--- src/rtl/pbpwr_pkg.sv ---
package pbpwr_pkg;

  typedef enum logic [2:0] {
    ST_HR   = 3'd0,
    ST_OFF  = 3'd1,
    ST_ON   = 3'd2,
    ST_PUPB = 3'd3,
    ST_PUPX = 3'd4,
    ST_PDNH = 3'd5,
    ST_PDNS = 3'd6
  } pst_e;

  localparam int NTMR     = 5;
  localparam int TM_PRESS = 0;
  localparam int TM_STAT  = 1;
  localparam int TM_HOLD  = 2;
  localparam int TM_PDN   = 3;
  localparam int TM_PUP   = 4;

  function automatic logic is_pup(input pst_e s);
    return (s == ST_PUPB) || (s == ST_PUPX);
  endfunction

  function automatic logic is_pdn(input pst_e s);
    return (s == ST_PDNH) || (s == ST_PDNS);
  endfunction

endpackage

--- src/rtl/pbpwr_tick.sv ---
module pbpwr_tick #(
  parameter int unsigned DIV = 50000
) (
  input  logic clk,
  input  logic rst,
  output logic tick
);
  logic tick_q;
  assign tick = tick_q;

  generate
    if (DIV <= 1) begin : g_every
      always_ff @(posedge clk) begin
        tick_q <= !rst;
      end
    end else begin : g_div
      localparam int W = $clog2(DIV);
      logic [W-1:0] cnt;
      always_ff @(posedge clk) begin
        if (rst) begin
          cnt    <= '0;
          tick_q <= 1'b0;
        end else if (cnt == W'(DIV - 1)) begin
          cnt    <= '0;
          tick_q <= 1'b1;
        end else begin
          cnt    <= cnt + 1'b1;
          tick_q <= 1'b0;
        end
      end
    end
  endgenerate
endmodule

--- src/rtl/pbpwr_hold.sv ---
module pbpwr_hold #(
  parameter int unsigned LIMIT = 10
) (
  input  logic clk,
  input  logic rst,
  input  logic tick,
  input  logic run,
  output logic done
);
  localparam int W = $clog2(LIMIT + 1);
  localparam logic [W-1:0] LIM = W'(LIMIT);

  logic [W-1:0] cnt;

  always_ff @(posedge clk) begin
    if (rst || !run) begin
      cnt <= '0;
    end else if (tick && (cnt != LIM)) begin
      cnt <= cnt + 1'b1;
    end
  end

  assign done = run && (cnt == LIM);
endmodule

--- src/rtl/pbpwr_fsm.sv ---
module pbpwr_fsm
  import pbpwr_pkg::*;
(
  input  logic            clk,
  input  logic            rst,
  input  logic            btn_n,
  input  logic            ext_ok,
  input  logic            out_uvlo,
  input  logic            out_por,
  input  logic            ena_a_in,
  input  logic            ena_b_in,
  input  logic [NTMR-1:0] done,
  output logic [NTMR-1:0] run,
  output logic            reg_a_en,
  output logic            reg_b_en,
  output logic            seq_start,
  output logic            btn_stat,
  output logic [2:0]      state_o
);
  pst_e st_q, st_prev, st_d;
  logic armed;
  logic fresh;

  assign fresh = (st_q != st_prev);

  always_comb begin
    run           = '0;
    run[TM_PRESS] = !btn_n && armed && ((st_q == ST_HR) || (st_q == ST_OFF));
    run[TM_STAT]  = !btn_n && (st_q == ST_ON);
    run[TM_HOLD]  = !btn_n && (st_q == ST_ON);
    run[TM_PDN]   = is_pdn(st_q) && !fresh;
    run[TM_PUP]   = is_pup(st_q) && !fresh;
  end

  always_comb begin
    st_d = st_q;
    unique case (st_q)
      ST_HR: begin
        if (done[TM_PRESS]) st_d = ST_PUPB;
      end
      ST_OFF: begin
        if (ext_ok)                                   st_d = ST_PUPX;
        else if ((ena_a_in || ena_b_in) && !out_uvlo) st_d = ST_ON;
        else if (done[TM_PRESS])                      st_d = ST_PUPB;
      end
      ST_PUPB, ST_PUPX: begin
        if (out_por)           st_d = ST_PDNH;
        else if (done[TM_PUP]) st_d = ST_ON;
      end
      ST_ON: begin
        if (out_por)            st_d = ST_PDNH;
        else if (out_uvlo)      st_d = ST_PDNS;
        else if (done[TM_HOLD]) st_d = ST_PDNH;
      end
      ST_PDNH: begin
        if (done[TM_PDN]) st_d = ST_HR;
      end
      ST_PDNS: begin
        if (out_por)           st_d = ST_PDNH;
        else if (done[TM_PDN]) st_d = ST_OFF;
      end
      default: st_d = ST_HR;
    endcase
  end

  always_ff @(posedge clk) begin
    if (rst) begin
      st_q      <= ST_HR;
      st_prev   <= ST_HR;
      armed     <= 1'b0;
      reg_a_en  <= 1'b0;
      reg_b_en  <= 1'b0;
      seq_start <= 1'b0;
      btn_stat  <= 1'b0;
    end else begin
      st_q      <= st_d;
      st_prev   <= st_q;
      if ((st_d == ST_PDNH) && (st_q != ST_PDNH)) armed <= 1'b0;
      else if (btn_n)                             armed <= 1'b1;
      reg_a_en  <= is_pup(st_d) || ((st_d == ST_ON) && ena_a_in);
      reg_b_en  <= is_pup(st_d) || ((st_d == ST_ON) && ena_b_in);
      seq_start <= is_pup(st_d) && (st_d != st_q);
      btn_stat  <= (st_d == ST_ON) && done[TM_STAT];
    end
  end

  assign state_o = st_q;
endmodule

--- src/rtl/pbpwr_ctrl.sv ---
module pbpwr_ctrl
  import pbpwr_pkg::*;
#(
  parameter int unsigned TICK_DIV = 50000,
  parameter int unsigned T_STAT   = 50,
  parameter int unsigned T_PRESS  = 400,
  parameter int unsigned T_PDN    = 1000,
  parameter int unsigned T_HOLD   = 5000,
  parameter int unsigned T_PUP    = 10
) (
  input  logic       clk,
  input  logic       rst,
  input  logic       btn_n,
  input  logic       ext_ok,
  input  logic       out_uvlo,
  input  logic       out_por,
  input  logic       ena_a_in,
  input  logic       ena_b_in,
  output logic       reg_a_en,
  output logic       reg_b_en,
  output logic       seq_start,
  output logic       btn_stat,
  output logic [2:0] state_o
);
  localparam int unsigned LIMS [NTMR] = '{T_PRESS, T_STAT, T_HOLD, T_PDN, T_PUP};

  logic            tick;
  logic [NTMR-1:0] run;
  logic [NTMR-1:0] done;

  pbpwr_tick #(.DIV(TICK_DIV)) u_tick (
    .clk  (clk),
    .rst  (rst),
    .tick (tick)
  );

  generate
    for (genvar i = 0; i < NTMR; i++) begin : g_tmr
      pbpwr_hold #(.LIMIT(LIMS[i])) u_hold (
        .clk  (clk),
        .rst  (rst),
        .tick (tick),
        .run  (run[i]),
        .done (done[i])
      );
    end
  endgenerate

  pbpwr_fsm u_fsm (
    .clk       (clk),
    .rst       (rst),
    .btn_n     (btn_n),
    .ext_ok    (ext_ok),
    .out_uvlo  (out_uvlo),
    .out_por   (out_por),
    .ena_a_in  (ena_a_in),
    .ena_b_in  (ena_b_in),
    .done      (done),
    .run       (run),
    .reg_a_en  (reg_a_en),
    .reg_b_en  (reg_b_en),
    .seq_start (seq_start),
    .btn_stat  (btn_stat),
    .state_o   (state_o)
  );
endmodule

--- config.mk ---
export PLATFORM = sky130hd
export DESIGN_NAME = pbpwr_ctrl
export DESIGN_NICKNAME = d
export VERILOG_FILES = /design/src/rtl/pbpwr_pkg.sv /design/src/rtl/pbpwr_tick.sv /design/src/rtl/pbpwr_hold.sv /design/src/rtl/pbpwr_fsm.sv /design/src/rtl/pbpwr_ctrl.sv
export SDC_FILE = /design/constraint.sdc
export NUM_CORES = 1
export LEC_CHECK = 0
export ABC_AREA = 1
export CAP_MARGIN = 20
export CORE_MARGIN = 5
export CORE_UTILIZATION = 43
export CTS_CLUSTER_SIZE = 12
export DETAILED_ROUTE_END_ITERATION = 7
export DONT_BUFFER_PORTS = 1
export SLEW_MARGIN = 15
export SYNTH_ARGS = -nofsm -noshare
export SYNTH_HDL_FRONTEND = slang
export SYNTH_SLANG_ARGS = --single-unit
--- constraint.sdc ---
create_clock -name clk -period 2.75 [get_ports clk]
set_clock_uncertainty 0.15 [all_clocks]
set_input_delay 0.55 -clock clk [delete_from_list [all_inputs] [get_ports clk]]
set_output_delay 0.55 -clock clk [all_outputs]
set_load 0.02 [all_outputs]
* After elaboration in Yosys (flattened, before gate mapping)
Index checks and enable logic that the tools add are counted.
** Storage, ports and cells
- Bits of input ports :: 8
- Register bits after elaboration :: 70
- Output and inout port bits :: 7
- Logic and storage cells :: 100
** Operators by class
- Reductions and logical operators :: 43
- Add/subtract/negate cells :: 6
- Mux-type cells :: 13
- Equality and inequality tests :: 24
** Operators by type and width (count)
- $mux W3 :: 11
- $logic_and A1 B1 Y1 :: 21
- $pmux W3 S6 :: 1
- $add A16 B1 Y16 const B :: 1
- $eq A16 B16 Y1 const B :: 1
- $eq A3 B3 Y1 const B :: 5
- $add A13 B1 Y13 const B :: 1
- $eq A13 B13 Y1 const B :: 1
- $ne A13 B13 Y1 const B :: 1
- $eq A3 B2 Y1 const B :: 4
- $logic_or A1 B1 Y1 :: 11
- $add A10 B1 Y10 const B :: 1
- $eq A10 B10 Y1 const B :: 1
- $ne A10 B10 Y1 const B :: 1
- $add A9 B1 Y9 const B :: 1
- $eq A9 B9 Y1 const B :: 1
- $ne A9 B9 Y1 const B :: 1
- $logic_not A1 Y1 :: 7
- $add A6 B1 Y6 const B :: 1
- $eq A6 B6 Y1 const B :: 1
- $ne A3 B3 Y1 :: 2
- $ne A6 B6 Y1 const B :: 1
- $reduce_or A2 Y1 :: 3
- $add A4 B1 Y4 const B :: 1
- 6 further kinds :: 6

* Logic depth before layout (Yosys ltp)
- Word-level depth :: 11
- Gate-level depth with buffers :: 16
- Gate-level depth less buffers :: 16

* Hierarchy
From an unflattened synthesis, not the netlist that was laid out.
** Second synthesis, totals
- Cells, all modules :: 650
- Area, all modules :: 4329.2 um^2
** By module, submodules not included
- pbpwr_tick :: seq. area each 340.3 um^2, area each 928.4 um^2, times used 1, cells an instance 134
- pbpwr_fsm :: seq. area each 220.2 um^2, area each 853.3 um^2, times used 1, cells an instance 132
- pbpwr_hold at g_tmr[2].u_hold :: seq. area each 260.2 um^2, area each 835.8 um^2, times used 1, cells an instance 136
- pbpwr_hold at g_tmr[3].u_hold :: seq. area each 200.2 um^2, area each 606.8 um^2, times used 1, cells an instance 91
- pbpwr_hold at g_tmr[0].u_hold :: seq. area each 180.2 um^2, area each 504.2 um^2, times used 1, cells an instance 69
- pbpwr_hold at g_tmr[1].u_hold :: seq. area each 120.1 um^2, area each 380.4 um^2, times used 1, cells an instance 56
- pbpwr_hold at g_tmr[4].u_hold :: seq. area each 80.1 um^2, area each 220.2 um^2, times used 1, cells an instance 32

* Worst setup path after synthesis
No wires, ideal clock.
- Kind :: reg-to-reg
- Start :: register g_tmr[3].u_hold.cnt[0]
- End :: register g_tmr[3].u_hold.cnt[8]
- Buffers on the path :: 0
- Cell stages (with the launch flop) :: 14
- Setup time :: 0.117 ns
- Period minus slack after synthesis :: 1.907 ns
- Arrival time :: 1.640 ns
- Required time :: 2.483 ns
- Path slack :: 0.843 ns
- Cells stage by stage :: dfxtp_1 > inv_1 > ha_1 > nand2_1 > nor3_2 > nand3_2 > nand2_1 > inv_1 > nand3_1 > nor2_1 > nand2_1 > nor2_1 > xor2_1 > nor2_1
** Between the ends
- Word-level cells in the longest chain between the ends :: 2
- Elaborated cells on any way between the ends :: 3
- Classes of those cells :: add/sub (1); eq/ne (1); reduce/logical (1)
** Ends and longest elaborated chain
- from (decl) :: line pbpwr_hold.sv:13 : logic [W-1:0] cnt;
- from (signal assigned) :: line pbpwr_hold.sv:19 : cnt <= cnt + 1'b1;
- branches (longest 2 deep; another with $add A10 B1 Y10)
Several ways; the timed one is not identified.
A chain may end at the register's enable or synchronous reset.

* Worst setup path after layout
- Start :: register u_fsm.st_q[2] (netlist: u_fsm.state_o[2])
- End :: register u_fsm.seq_start
** Between the ends
- Word-level cells in the longest chain between the ends :: 11
- Elaborated cells on any way between the ends :: 38
- Classes of those cells :: eq/ne (10); mux (12); reduce/logical (16)
** Ends and longest elaborated chain
- from (decl) :: line pbpwr_fsm.sv:20 : pst_e st_q, st_prev, st_d;
- from (signal assigned) :: line pbpwr_fsm.sv:76 : st_q <= st_d;
- $eq A3 B1 Y1 / $logic_not A3 Y1 (equally long branches) :: line pbpwr_fsm.sv:28, pbpwr_fsm.sv:37
- $logic_or A1 B1 Y1 :: line pbpwr_fsm.sv:28 : run[TM_PRESS] = !btn_n && armed && ((st_q == ST_HR) || (st_q == ST_OFF));
- $logic_and A1 B1 Y1 :: line pbpwr_fsm.sv:28
- $logic_and A1 B1 Y1 :: line pbpwr_hold.sv:23 : assign done = run && (cnt == LIM);
- $mux W3 :: line pbpwr_fsm.sv:39, pbpwr_fsm.sv:44
- $mux W3 :: line pbpwr_fsm.sv:43 : else if ((ena_a_in || ena_b_in) && !out_uvlo) st_d = ST_ON;
- $mux W3 :: line pbpwr_fsm.sv:42 : if (ext_ok) st_d = ST_PUPX;
- $pmux W3 S6 :: line pbpwr_fsm.sv:37 : unique case (st_q)
- $eq A3 B2 Y1 / $eq A3 B3 Y1 (equally long branches) :: line pbpwr_pkg.sv:21 : return (s == ST_PUPB) || (s == ST_PUPX);
- $logic_or A1 B1 Y1 :: line pbpwr_pkg.sv:21
- $logic_and A1 B1 Y1 * :: line pbpwr_fsm.sv:82 : seq_start <= is_pup(st_d) && (st_d != st_q);
- to (signal assigned) :: line pbpwr_fsm.sv:82
- to (decl) :: line pbpwr_fsm.sv:16 : output logic seq_start,
Every way passes the cells marked *; elsewhere a longest branch is shown, timed or not.

==> out/results.env <==
DESIGN_AREA_UM2=4020
GRT_SETUP_UNREPAIRED='false'
CTS.PATH.MAX_BUFFERS=2
CRITICAL_PATH.STARTPOINT_TYPE='flip-flop'
NUMCLOCKSINKS=70
ANTENNA_VIOLATING_NETS_POST_ROUTE=0
PLACED_INSTANCE_COUNT=617
FINALHOLDVIOLCOUNT=0
VIA_COUNT=3143
POST_ROUTE_CELLS_DRIVE_ABOVE_1_SHARE_PCT=9.85
GRT_OVERFLOW_TOTAL=0
SLEW_HEADROOM_PCT=51.0
SEQ_POWER_SHARE_PCT=51.6
DIE_FOOTPRINT_UM2=10500
GROUTE.USAGE.OVERALL_PCT=15.4
POST-ROUTE-DRC-COUNT=0
SYNTH.FF_LATCH_COUNT=70
LAYOUT_MIN_CYCLE_TIME_NS=2.30
DETAILEDPLACEMENTHPWL_UM=5640
ROWS=33
GRT_PASS1_VIAS=2847
GP_CONGESTION=0.924
NUMBER_OF_LEVELS_THE_H_TREE_WAS_SPLIT_INTO=3
SETUP_SLACK_NS=0.448
START_UTIL_PCT=44.5
WORSTSETUPENDPOINTTYPE='flip-flop'
YS_TYPES=42
POWER_FRAC_CLOCK_PCT=47.3
SYN-INSTANCE-COUNT=516
CTS-BUFFERS-INSERTED=9
SYNTHARSTFLOPSHARE_PCT=0
TNS_NS=0
SYNTH-MAIN-FF-CELL='sky130_fd_sc_hd__dfxtp_1'
SYN_NETS=535
SYNTH_ENABLE_FLOP_CELLS=0
RUN_STATUS='finished clean'
CLK-INSERTION-DELAY-LATE_NS=0.34
TOTAL_SETUP_VIOLATIONS_REPORTED_AT_THE_END_OF_THE_FLOW=0
PEAK_FANOUT_ALONG_THE_CRITICAL_PATH=10
DIE_HEIGHT_UM=103
FINAL_CORE_UTIL_PCT=48.5
NETLIST_AREA_UM2=3690
DETAIL_ROUTE.ITER0.VIOLATIONS=151
STATIC-LEAKAGE-POWER_nW=1.53
CTS-RESIZED-GATES=0
POWER_DENSITY_nW_PER_UM2=491
TOTAL_NET_SWITCHING_POWER_mW=0.434
DETAIL_ROUTE.FIRST_PASS.ITERATIONS=5
TIMING.HOLD.WS_NS=0.121
DESIGN.PORTCOUNT=15
TRITONCTS='yes'
FINALNONFILLERCELLS=633
NNETSFINAL=542
GRT_PASS1_WL_UM=13100
FMAX_MHz=434
SYN-MEAN-INSTANCE-AREA_UM2=7.16
MIN_PERIOD_OVER_PERIOD_PCT=83.7
IR_WORST_VDD_mV=0.523
WORST_SETUP_HOLD_PATH_CLK_SLEW_NS=0.08
CTSROOTBUFFERMASTER='sky130_fd_sc_hd__clkbuf_8'
SYNTH_WARNINGS=0
CP.ARRIVAL_NS=2.40
GRT_MAX_DEGREE=15
SLEW_VIOL_FINAL=0
IO_BUFFER_COUNT=0
MOST_COMMON_CELL_AFTER_LAYOUT_FILL_AND_TAPS_ASIDE='sky130_fd_sc_hd__nand2_1'
WORST-SLEW-PIN-TRANSITION_NS=0.733
POST_DP_CELL_AREA_UM2=3800
DRT_WL_TOTAL_UM=7530
LAYOUT-AREA-OVERHEAD-VS-SYNTH_PCT=8.94
WORSTPATHREQUIRED_NS=2.85
COMBINATIONALPOWERSHARE_PCT=1.2
PLACEMENT.SETUP.WORST_SLACK_NS=0.463
SWSHARE_PCT=21.9
CTS_SETUP_BUFFERS=0
NUMBER_OF_ANTENNA_VIOLATIONS_AT_THE_FIRST_CHECK_IN_GLOBAL_ROUTING=0
CLASS_OF_THE_MOST_CRITICAL_HOLD_TIMING_PATH='input pin to flip-flop'
ROUTE.DETAILED.WL_PER_INST_UM=11.9
CTSHOLDBUFFERS=0
CORE-AREA_UM2=8300
SYNTH_SEQUENTIAL_AREA_RATIO_PCT=37.9
DIE_WIDTH_UM=103
VIASPERCELL=4.97
CRITICAL_PATH_CLASS='flip-flop to flip-flop'
POWER_REPORT.INTERNAL_TOTAL_mW=1.54
ANTENNADIODECOUNT=0
CAP_VIOL_MAX_COUNT=0
FIN_TOTAL_PWR_mW=1.98
MOSTFREQUENTLAYOUTCELLS='101 x sky130_fd_sc_hd__nand2_1, 70 x sky130_fd_sc_hd__dfxtp_1, 68 x sky130_fd_sc_hd__inv_1'
==> routing by layer <==
metal  global-route usage [%]  routed length [um]  up-vias
li1                         -                   -     1695
met1                     20.8                3690     1392
met2                     24.0                3400       48
met3                     4.74                 359        8
met4                     4.04                  72        0
met5                        0                   0        -
==> critical path: stages, from the launching register on <==
cell and delay [ns]:
sky130_fd_sc_hd__dfxtp_1 0.80, sky130_fd_sc_hd__inv_2 0.12, sky130_fd_sc_hd__nand3_1 0.15, sky130_fd_sc_hd__inv_1 0.09
sky130_fd_sc_hd__nand2_1 0.06, sky130_fd_sc_hd__o211ai_1 0.10, sky130_fd_sc_hd__nor2_1 0.19, sky130_fd_sc_hd__nand4_1 0.17
sky130_fd_sc_hd__xor2_1 0.18, sky130_fd_sc_hd__nor2_1 0.14, sky130_fd_sc_hd__nor2_1 0.05
==> area by class of cell <==
type                            count  area (um2)
Fill cell                         818        4280
Multi-Input combinational cell    365        1970
Sequential cell                    70        1400
Inverter                           74         280
Tap cell                          105         131
Clock buffer                       10         128
Clock inverter                      6        93.8
Timing Repair Buffer                3        22.5
==> power groups by stage <==
stage	Clock, mW	Combinational (mW)	Sequential [mW]
final	0.935	0.0233	1.02
after global routing	1.01	0.0272	1.02
after CTS	0.969	0.0241	1.02
after detailed placement	0	0.0241	1.04
after global placement	0	0.0239	1.04
after floorplan	0	0.0207	1.04
==> flip-flops by register name, summed over array words and instances, names as in the netlist <==
signal	count
u_fsm.seq_start	1
u_tick.tick	1
u_fsm.st_prev	3
g_tmr.u_hold.cnt	42
u_fsm.reg_b_en	1
u_fsm.armed	1
u_fsm.btn_stat	1
u_fsm.reg_a_en	1
u_tick.g_div.cnt	16
u_fsm.state_o	3
==> cell usage after synthesis, types with 3 or more instances <==
| cell | count | share of area [%] |
|---|---|---|
| sky130_fd_sc_hd__a21oi_1 | 40 | 5.4 |
| sky130_fd_sc_hd__nand2_2 | 6 | 1.0 |
| sky130_fd_sc_hd__clkbuf_1 | 3 | 0.30 |
| sky130_fd_sc_hd__xor2_1 | 10 | 2.4 |
| sky130_fd_sc_hd__or2_2 | 3 | 0.51 |
| sky130_fd_sc_hd__dfxtp_1 | 70 | 38 |
| sky130_fd_sc_hd__ha_1 | 11 | 3.7 |
| sky130_fd_sc_hd__nand3_1 | 28 | 3.8 |
| sky130_fd_sc_hd__nor4_1 | 4 | 0.68 |
| sky130_fd_sc_hd__inv_1 | 68 | 6.9 |
| sky130_fd_sc_hd__nor2_2 | 3 | 0.51 |
| sky130_fd_sc_hd__inv_2 | 4 | 0.41 |
| sky130_fd_sc_hd__nor3b_1 | 6 | 1.2 |
| sky130_fd_sc_hd__nand3_2 | 4 | 1.1 |
| sky130_fd_sc_hd__nor2_1 | 66 | 6.7 |
| sky130_fd_sc_hd__nand2_1 | 101 | 10 |
| sky130_fd_sc_hd__o21ai_0 | 25 | 3.4 |
| sky130_fd_sc_hd__nor3_1 | 19 | 2.6 |
| sky130_fd_sc_hd__o21a_1 | 4 | 0.81 |
| sky130_fd_sc_hd__nand4_1 | 11 | 1.9 |
==> path summary, 6_finish.rpt <==
path	start	end	slack, ns	cells after the start
worst min-delay path	rst	u_fsm.state_o[2]	0.12	1
worst min register to register	u_tick.g_div.cnt[0]	u_tick.g_div.cnt[0]	0.30	1
worst max-delay path	u_fsm.state_o[2]	u_fsm.seq_start	0.45	10
worst max register to register	u_fsm.state_o[2]	u_fsm.seq_start	0.45	10
==> logic make-up after synthesis <==
group	synth area share, %
fa+ha+maj	3.73
flops	37.9
compound gates	11.9
simple gates	34.2
xor+xnor	3.35
buf+inv	8.81
Power figures use the tool's default switching activity.
